## config.mk

```make
export PLATFORM = sky130hd
export DESIGN_NAME = uart_tx_irq
export DESIGN_NICKNAME = d
export VERILOG_FILES = /design/src/rtl/uart_tx_pkg.sv /design/src/rtl/uart_tx_dp.sv /design/src/rtl/uart_tx_ctrl.sv /design/src/rtl/uart_tx_irq.sv
export SDC_FILE = /design/constraint.sdc
export NUM_CORES = 1
export LEC_CHECK = 0
export BUFFER_PORTS_ARGS = -buffer_cell sky130_fd_sc_hd__buf_2
export CAP_MARGIN = 20
export CORE_MARGIN = 2
export CORE_UTILIZATION = 25
export CTS_CLUSTER_DIAMETER = 30
export CTS_CLUSTER_SIZE = 8
export DETAILED_ROUTE_END_ITERATION = 10
export GPL_TIMING_DRIVEN = 1
export PLACE_DENSITY = 0.38
export SYNTH_ARGS = -nofsm -noshare
export SYNTH_HDL_FRONTEND = slang
export SYNTH_SLANG_ARGS = --single-unit
```

## constraint.sdc

```tcl
create_clock -name clk -period 3.9 [get_ports clk]
set_input_delay 0.39 -clock clk [delete_from_list [all_inputs] [get_ports clk]]
set_output_delay 0.39 -clock clk [all_outputs]
set_load 0.05 [all_outputs]
```

## src/rtl/uart_tx_pkg.sv

```systemverilog
package uart_tx_pkg;
  typedef struct packed {
    logic load;      // pop queue head into shifter, drive start bit
    logic sendData;  // drive next data bit and shift
    logic sendMark;  // drive high level (stop bit or idle)
  } txStrobe_t;

  typedef enum logic [1:0] {
    IRQ_ON_MOVE  = 2'b00,
    IRQ_ON_DONE  = 2'b01,
    IRQ_ON_DRAIN = 2'b10,
    IRQ_NONE     = 2'b11
  } irqMode_t;
endpackage

```

## src/rtl/uart_tx_dp.sv

```systemverilog
module uart_tx_dp
  import uart_tx_pkg::*;
#(
  parameter int DATA_W = 8,
  parameter int DEPTH  = 4,
  localparam int PTR_W = (DEPTH > 1) ? $clog2(DEPTH) : 1,
  localparam int LVL_W = $clog2(DEPTH + 1)
) (
  input  logic              clk,
  input  logic              rstN,
  input  logic [DATA_W-1:0] wrData,
  input  logic              wrEn,
  input  txStrobe_t         stb,
  output logic [LVL_W-1:0]  level,
  output logic              txLine
);
  logic [DATA_W-1:0] mem [DEPTH];
  logic [PTR_W-1:0]  wrPtr, rdPtr;
  logic [DATA_W-1:0] shReg;
  logic              push;

  assign push = wrEn && (level != LVL_W'(DEPTH));

  function automatic logic [PTR_W-1:0] bump(input logic [PTR_W-1:0] p);
    return (p == PTR_W'(DEPTH - 1)) ? '0 : p + 1'b1;
  endfunction

  always_ff @(posedge clk) begin
    if (!rstN) begin
      wrPtr  <= '0;
      rdPtr  <= '0;
      level  <= '0;
      shReg  <= '0;
      txLine <= 1'b1;
    end else begin
      if (push) begin
        mem[wrPtr] <= wrData;
        wrPtr      <= bump(wrPtr);
      end
      if (stb.load) rdPtr <= bump(rdPtr);
      case ({push, stb.load})
        2'b10:   level <= level + 1'b1;
        2'b01:   level <= level - 1'b1;
        default: level <= level;
      endcase
      if (stb.load) begin
        shReg  <= mem[rdPtr];
        txLine <= 1'b0;
      end else if (stb.sendData) begin
        txLine <= shReg[0];
        shReg  <= shReg >> 1;
      end else if (stb.sendMark) begin
        txLine <= 1'b1;
      end
    end
  end
endmodule

```

## src/rtl/uart_tx_ctrl.sv

```systemverilog
module uart_tx_ctrl
  import uart_tx_pkg::*;
#(
  parameter int DATA_W = 8,
  parameter int DEPTH  = 4,
  parameter int TICKS  = 16,
  localparam int LVL_W  = $clog2(DEPTH + 1),
  localparam int TICK_W = (TICKS > 1) ? $clog2(TICKS) : 1,
  localparam int BIT_W  = $clog2(DATA_W + 3)
) (
  input  logic             clk,
  input  logic             rstN,
  input  logic             baudTick,
  input  logic             twoStop,
  input  logic [1:0]       irqSel,
  input  logic             wrEn,
  input  logic [LVL_W-1:0] level,
  output txStrobe_t        stb,
  output logic             txIrq,
  output logic             bufFull,
  output logic             txIdle
);
  logic              busy, busyN;
  logic [TICK_W-1:0] tickCnt, tickN;
  logic [BIT_W-1:0]  bitIdx, bitN, lastIdx;
  logic              bufEmpty, doneIdle, drained, irqN;

  assign bufEmpty = (level == '0);
  assign bufFull  = (level == LVL_W'(DEPTH));
  assign txIdle   = !busy && bufEmpty;
  assign lastIdx  = twoStop ? BIT_W'(DATA_W + 2) : BIT_W'(DATA_W + 1);
  assign drained  = (level == LVL_W'(1)) && !(wrEn && !bufFull);

  always_comb begin
    stb      = '0;
    busyN    = busy;
    tickN    = tickCnt;
    bitN     = bitIdx;
    doneIdle = 1'b0;
    if (baudTick) begin
      if (!busy) begin
        if (!bufEmpty) begin
          stb.load = 1'b1;
          busyN    = 1'b1;
          tickN    = '0;
          bitN     = '0;
        end
      end else if (tickCnt != TICK_W'(TICKS - 1)) begin
        tickN = tickCnt + 1'b1;
      end else begin
        tickN = '0;
        if (bitIdx == lastIdx) begin
          if (!bufEmpty) begin
            stb.load = 1'b1;
            bitN     = '0;
          end else begin
            busyN        = 1'b0;
            stb.sendMark = 1'b1;
            doneIdle     = !wrEn;
          end
        end else begin
          bitN = bitIdx + 1'b1;
          if (bitIdx < BIT_W'(DATA_W)) stb.sendData = 1'b1;
          else                         stb.sendMark = 1'b1;
        end
      end
    end
  end

  always_comb begin
    case (irqMode_t'(irqSel))
      IRQ_ON_MOVE:  irqN = stb.load;
      IRQ_ON_DRAIN: irqN = stb.load && drained;
      IRQ_ON_DONE:  irqN = doneIdle;
      default:      irqN = 1'b0;
    endcase
  end

  always_ff @(posedge clk) begin
    if (!rstN) begin
      busy    <= 1'b0;
      tickCnt <= '0;
      bitIdx  <= '0;
      txIrq   <= 1'b0;
    end else begin
      busy    <= busyN;
      tickCnt <= tickN;
      bitIdx  <= bitN;
      txIrq   <= irqN;
    end
  end
endmodule

```

## src/rtl/uart_tx_irq.sv

```systemverilog
module uart_tx_irq
  import uart_tx_pkg::*;
#(
  parameter int DATA_W = 8,
  parameter int DEPTH  = 4,
  parameter int TICKS  = 16,
  localparam int LVL_W = $clog2(DEPTH + 1)
) (
  input  logic              clk,
  input  logic              rstN,
  input  logic [DATA_W-1:0] wrData,
  input  logic              wrEn,
  input  logic              baudTick,
  input  logic              twoStop,
  input  logic [1:0]        irqSel,
  output logic              txLine,
  output logic              txIrq,
  output logic              bufFull,
  output logic              txIdle
);
  txStrobe_t        stb;
  logic [LVL_W-1:0] level;

  uart_tx_dp #(.DATA_W(DATA_W), .DEPTH(DEPTH)) dp_i (
    .clk(clk), .rstN(rstN), .wrData(wrData), .wrEn(wrEn),
    .stb(stb), .level(level), .txLine(txLine)
  );

  uart_tx_ctrl #(.DATA_W(DATA_W), .DEPTH(DEPTH), .TICKS(TICKS)) ctrl_i (
    .clk(clk), .rstN(rstN), .baudTick(baudTick), .twoStop(twoStop),
    .irqSel(irqSel), .wrEn(wrEn), .level(level), .stb(stb),
    .txIrq(txIrq), .bufFull(bufFull), .txIdle(txIdle)
  );
endmodule

```

==> run_results.csv <==
group,metric,value,unit
detailed_routing,first_pass_iters,4,
detailed_routing,drcViolationCount,0,
detailed_routing,final_antenna_net_count,0,
setup_path,cp_top_family,"simple AND/OR/NAND/NOR gates",
setup_path,crit_arrival,2770,ps
grt,antenna_found_initial,0,
yosys,ys_seq_elements,60,
setup_path,setup.worst_path.end_class,"register",
worst_hold_path,hold_path.class,"input pin to register",
placed_design,io_buffers,18,
detailed_routing,wire_per_inst,15.16,um
timing,fin_skew,4.840,ps
clock_network,cts_buffers,9,
setup_path,worstReg2RegStart,"dp_i.level[0]",
grt,grt_pass1_wl,9998,um
clock_network,cts.clk_slew.worst_paths,50,ps
pwr,pwr-share-seq,38.1,%
finish,final_common_cell,"edfxtp_1",
pwr,sw_frac_of_total,28.76,%
setup_path,rr_worst_depth,9,
setup_path,critical_path.most_common_cell,"ha_1",
timing,hold-worst-slack,278.7,ps
clock_network,cts-hold-fix-buffers,0,
floorplan,start_util,25.74,%
placed_design,gp_congestion,0.7154,
setup_path,required,4150,ps
timing,max_freq,0.3961,GHz
pwr,ir_drop,0.0002795,V
timing,setup_violations,0,
clock_network,postCtsSetupBuffers,0,
pwr,p_int,1.540,mW
finish,mostFrequentLayoutCells,"edfxtp_1, dfxtp_1, buf_2",
setup_path,cp_cell_sequence,"inv_1, ha_1, nand2b_1, nand2_1, a21o_4, inv_4, ha_1, or3_1, a21oi_1",
pwr,p_sw,0.6217,mW
timing,slew_headroom,45.97,%
floorplan,die-area,0.01213,mm2
yosys,ys.flop_type,"edfxtp_1",
floorplan,pin_count,19,
finish,num-nets-final,277,
timing,drv_slew,0,
yosys,synth_edf_count,32,
pwr,p_clk_share,41.6,%
clock_network,worstSkewPairLatency,320,ps
detailed_routing,viasPerCell,4.656,
pwr,combPwrFrac,20.4,%
detailed_routing,vias,1839,
placed_design,dp.cells,379,
floorplan,placementRows,38,
clock_network,cts_tree,"yes",
clock_network,root_buffer,"clkbuf_16",
finish,antenna_cells,0,
setup_path,critPathLaunchType,"register",
setup_path,cp.depth,9,
pwr,leakagePower,1.187,nW
timing,min_period_over_period,64.73,%
setup_path,crit_type,"register to register",
yosys,syn-instance-count,232,
grt,grt_pass1_vias,1875,
outcome,outcome,"complete, no violations",
finish,instances_no_fill,395,
setup_path,cp_num_buf_inv,2,
yosys,async_reset_ff_share,0,%
setup_path,crit_fanout,9,
setup_path,slowest_stage,"or3_1",
setup_path,rrSetupSlack,1380,ps
finish,syn_to_final_growth,19.38,%
floorplan,fp.dieW,110.1,um
finish,layout-drive-gt1-share,19.61,%
worst_hold_path,hold_depth,1,
placed_design,dp_hpwl,4016,um
grt,grt_usage,11.27,%
grt,grt_overflow,0,
clock_network,cts_max_path_buffers,2,
yosys,ys_types,52,
timing,hold_viol,0,
pwr,finalPower,2.162,mW
setup_path,slowest_delay,400,ps
timing,fin_crit,2525,ps
worst_hold_path,hold_path_end,"dp_i.mem[2][3]",
clock_network,ctsResizeCount,0,
timing,grt_setup_unrepaired,"false",
yosys,yosysWarningCount,0,
yosys,syn_area_per_cell,12.13,um2
clock_network,cts.sinks,60,
yosys,syn_nets,259,
detailed_routing,first_iter_violations,53,
setup_path,worstReg2RegEnd,"dp_i.level[2]",
floorplan,die_h,110.1,um
pwr,p_per_area,643.3,mW/mm2
worst_hold_path,hold_start,"wrData[3]",
floorplan,core,0.01094,mm2
detailed_routing,wirelength,5987,um
job,drv_cap,0,
grt,grt_max_degree,24,
timing,setup_tns,0,ps
clock_network,htreeDepth,3,
yosys,ys_seq_area_share,54.04,%
timing,worstMarginPinSlew,809.3,ps
yosys,syn_area,0.002815,mm2
## final cells by class
cell class	instances	area, um2
multi-input cells	149	1186
inverters	12	47.55
clock buffers	9	225.2
flip-flops and latches	60	1521
well taps	140	175.2
repair buffers	18	90.09
clock inverters	7	115.1
fillers	1102	7575
## how the worst max path moves through the flow
stage | from | to
6_report | dp_i.level[0] | dp_i.level[2]
5_1_grt | dp_i.level[0] | dp_i.level[2]
4_1_cts | dp_i.level[0] | dp_i.level[2]
3_5_place_dp | dp_i.level[0] | dp_i.level[2]
3_3_place_gp | dp_i.level[0] | dp_i.level[2]
2_1_floorplan | dp_i.level[0] | ctrl_i.tickCnt[3]
## synthesized netlist by cell type, drive strengths merged, types with 5 or more instances
master / count / area (um2)
a211oi: 11 / 82.58
a21oi: 7 / 35.03
a31oi: 8 / 50.05
and2: 5 / 31.28
and3: 6 / 37.54
buf: 6 / 41.28
clkbuf: 5 / 18.77
dfxtp: 28 / 560.5
edfxtp: 32 / 960.9
ha: 12 / 150.1
inv: 12 / 47.55
mux2i: 7 / 70.07
mux4: 8 / 180.2
nand2: 16 / 60.06
nand3: 9 / 50.05
nor2: 13 / 48.80
o21ai: 9 / 48.80
## layer usage
metal / global-route usage [%] / vias to the layer above / routed length (um)
met1: 13.99 / 887 / 2915
met5: 0 / - / 0
met4: 4.286 / 0 / 92
met2: 17.92 / 32 / 2741
li1: - / 914 / -
met3: 4.056 / 6 / 239
## state kept, by name (all words and copies together) (netlist names), named ones only
| register | flops |
|---|---|
| dp_i.mem | 32 |
| dp_i.shReg | 8 |
| ctrl_i.bitIdx | 4 |
| ctrl_i.tickCnt | 4 |
| dp_i.level | 3 |
| dp_i.rdPtr | 2 |
| dp_i.wrPtr | 2 |
| ctrl_i.busy | 1 |
| ctrl_i.txIrq | 1 |
| dp_i.txLine | 1 |
## power groups by stage
stage / registers [mW] / logic [mW] / clock network, mW
after global routing: 0.838 / 0.494 / 0.950
after floorplan: 0.800 / 0.372 / 0
after detailed placement: 0.839 / 0.444 / 0
after global placement: 0.838 / 0.449 / 0
final: 0.823 / 0.440 / 0.899
after CTS: 0.826 / 0.447 / 0.922
## per-stage QoR
stage          area [um2]  util (%)  setup slack (ps)
4_1_cts              3361     30.73              1358
3_3_place_gp         3020     27.62              1435
5_1_grt              3361     30.73              1186
6_report             3361     30.73              1375
2_1_floorplan        2815         -              1636
3_5_place_dp         3020     27.62              1372
## cells by family after synthesis
| family | after synthesis | share of synthesized area, % |
|---|---|---|
| simple gates | 67 | 13.16 |
| mux | 15 | 8.889 |
| buf+inv | 23 | 3.822 |
| fa+ha+maj | 12 | 5.333 |
| flops | 60 | 54.04 |
| compound gates | 53 | 14.13 |
| xor+xnor | 2 | 0.6223 |
Power figures use the tool's default switching activity.
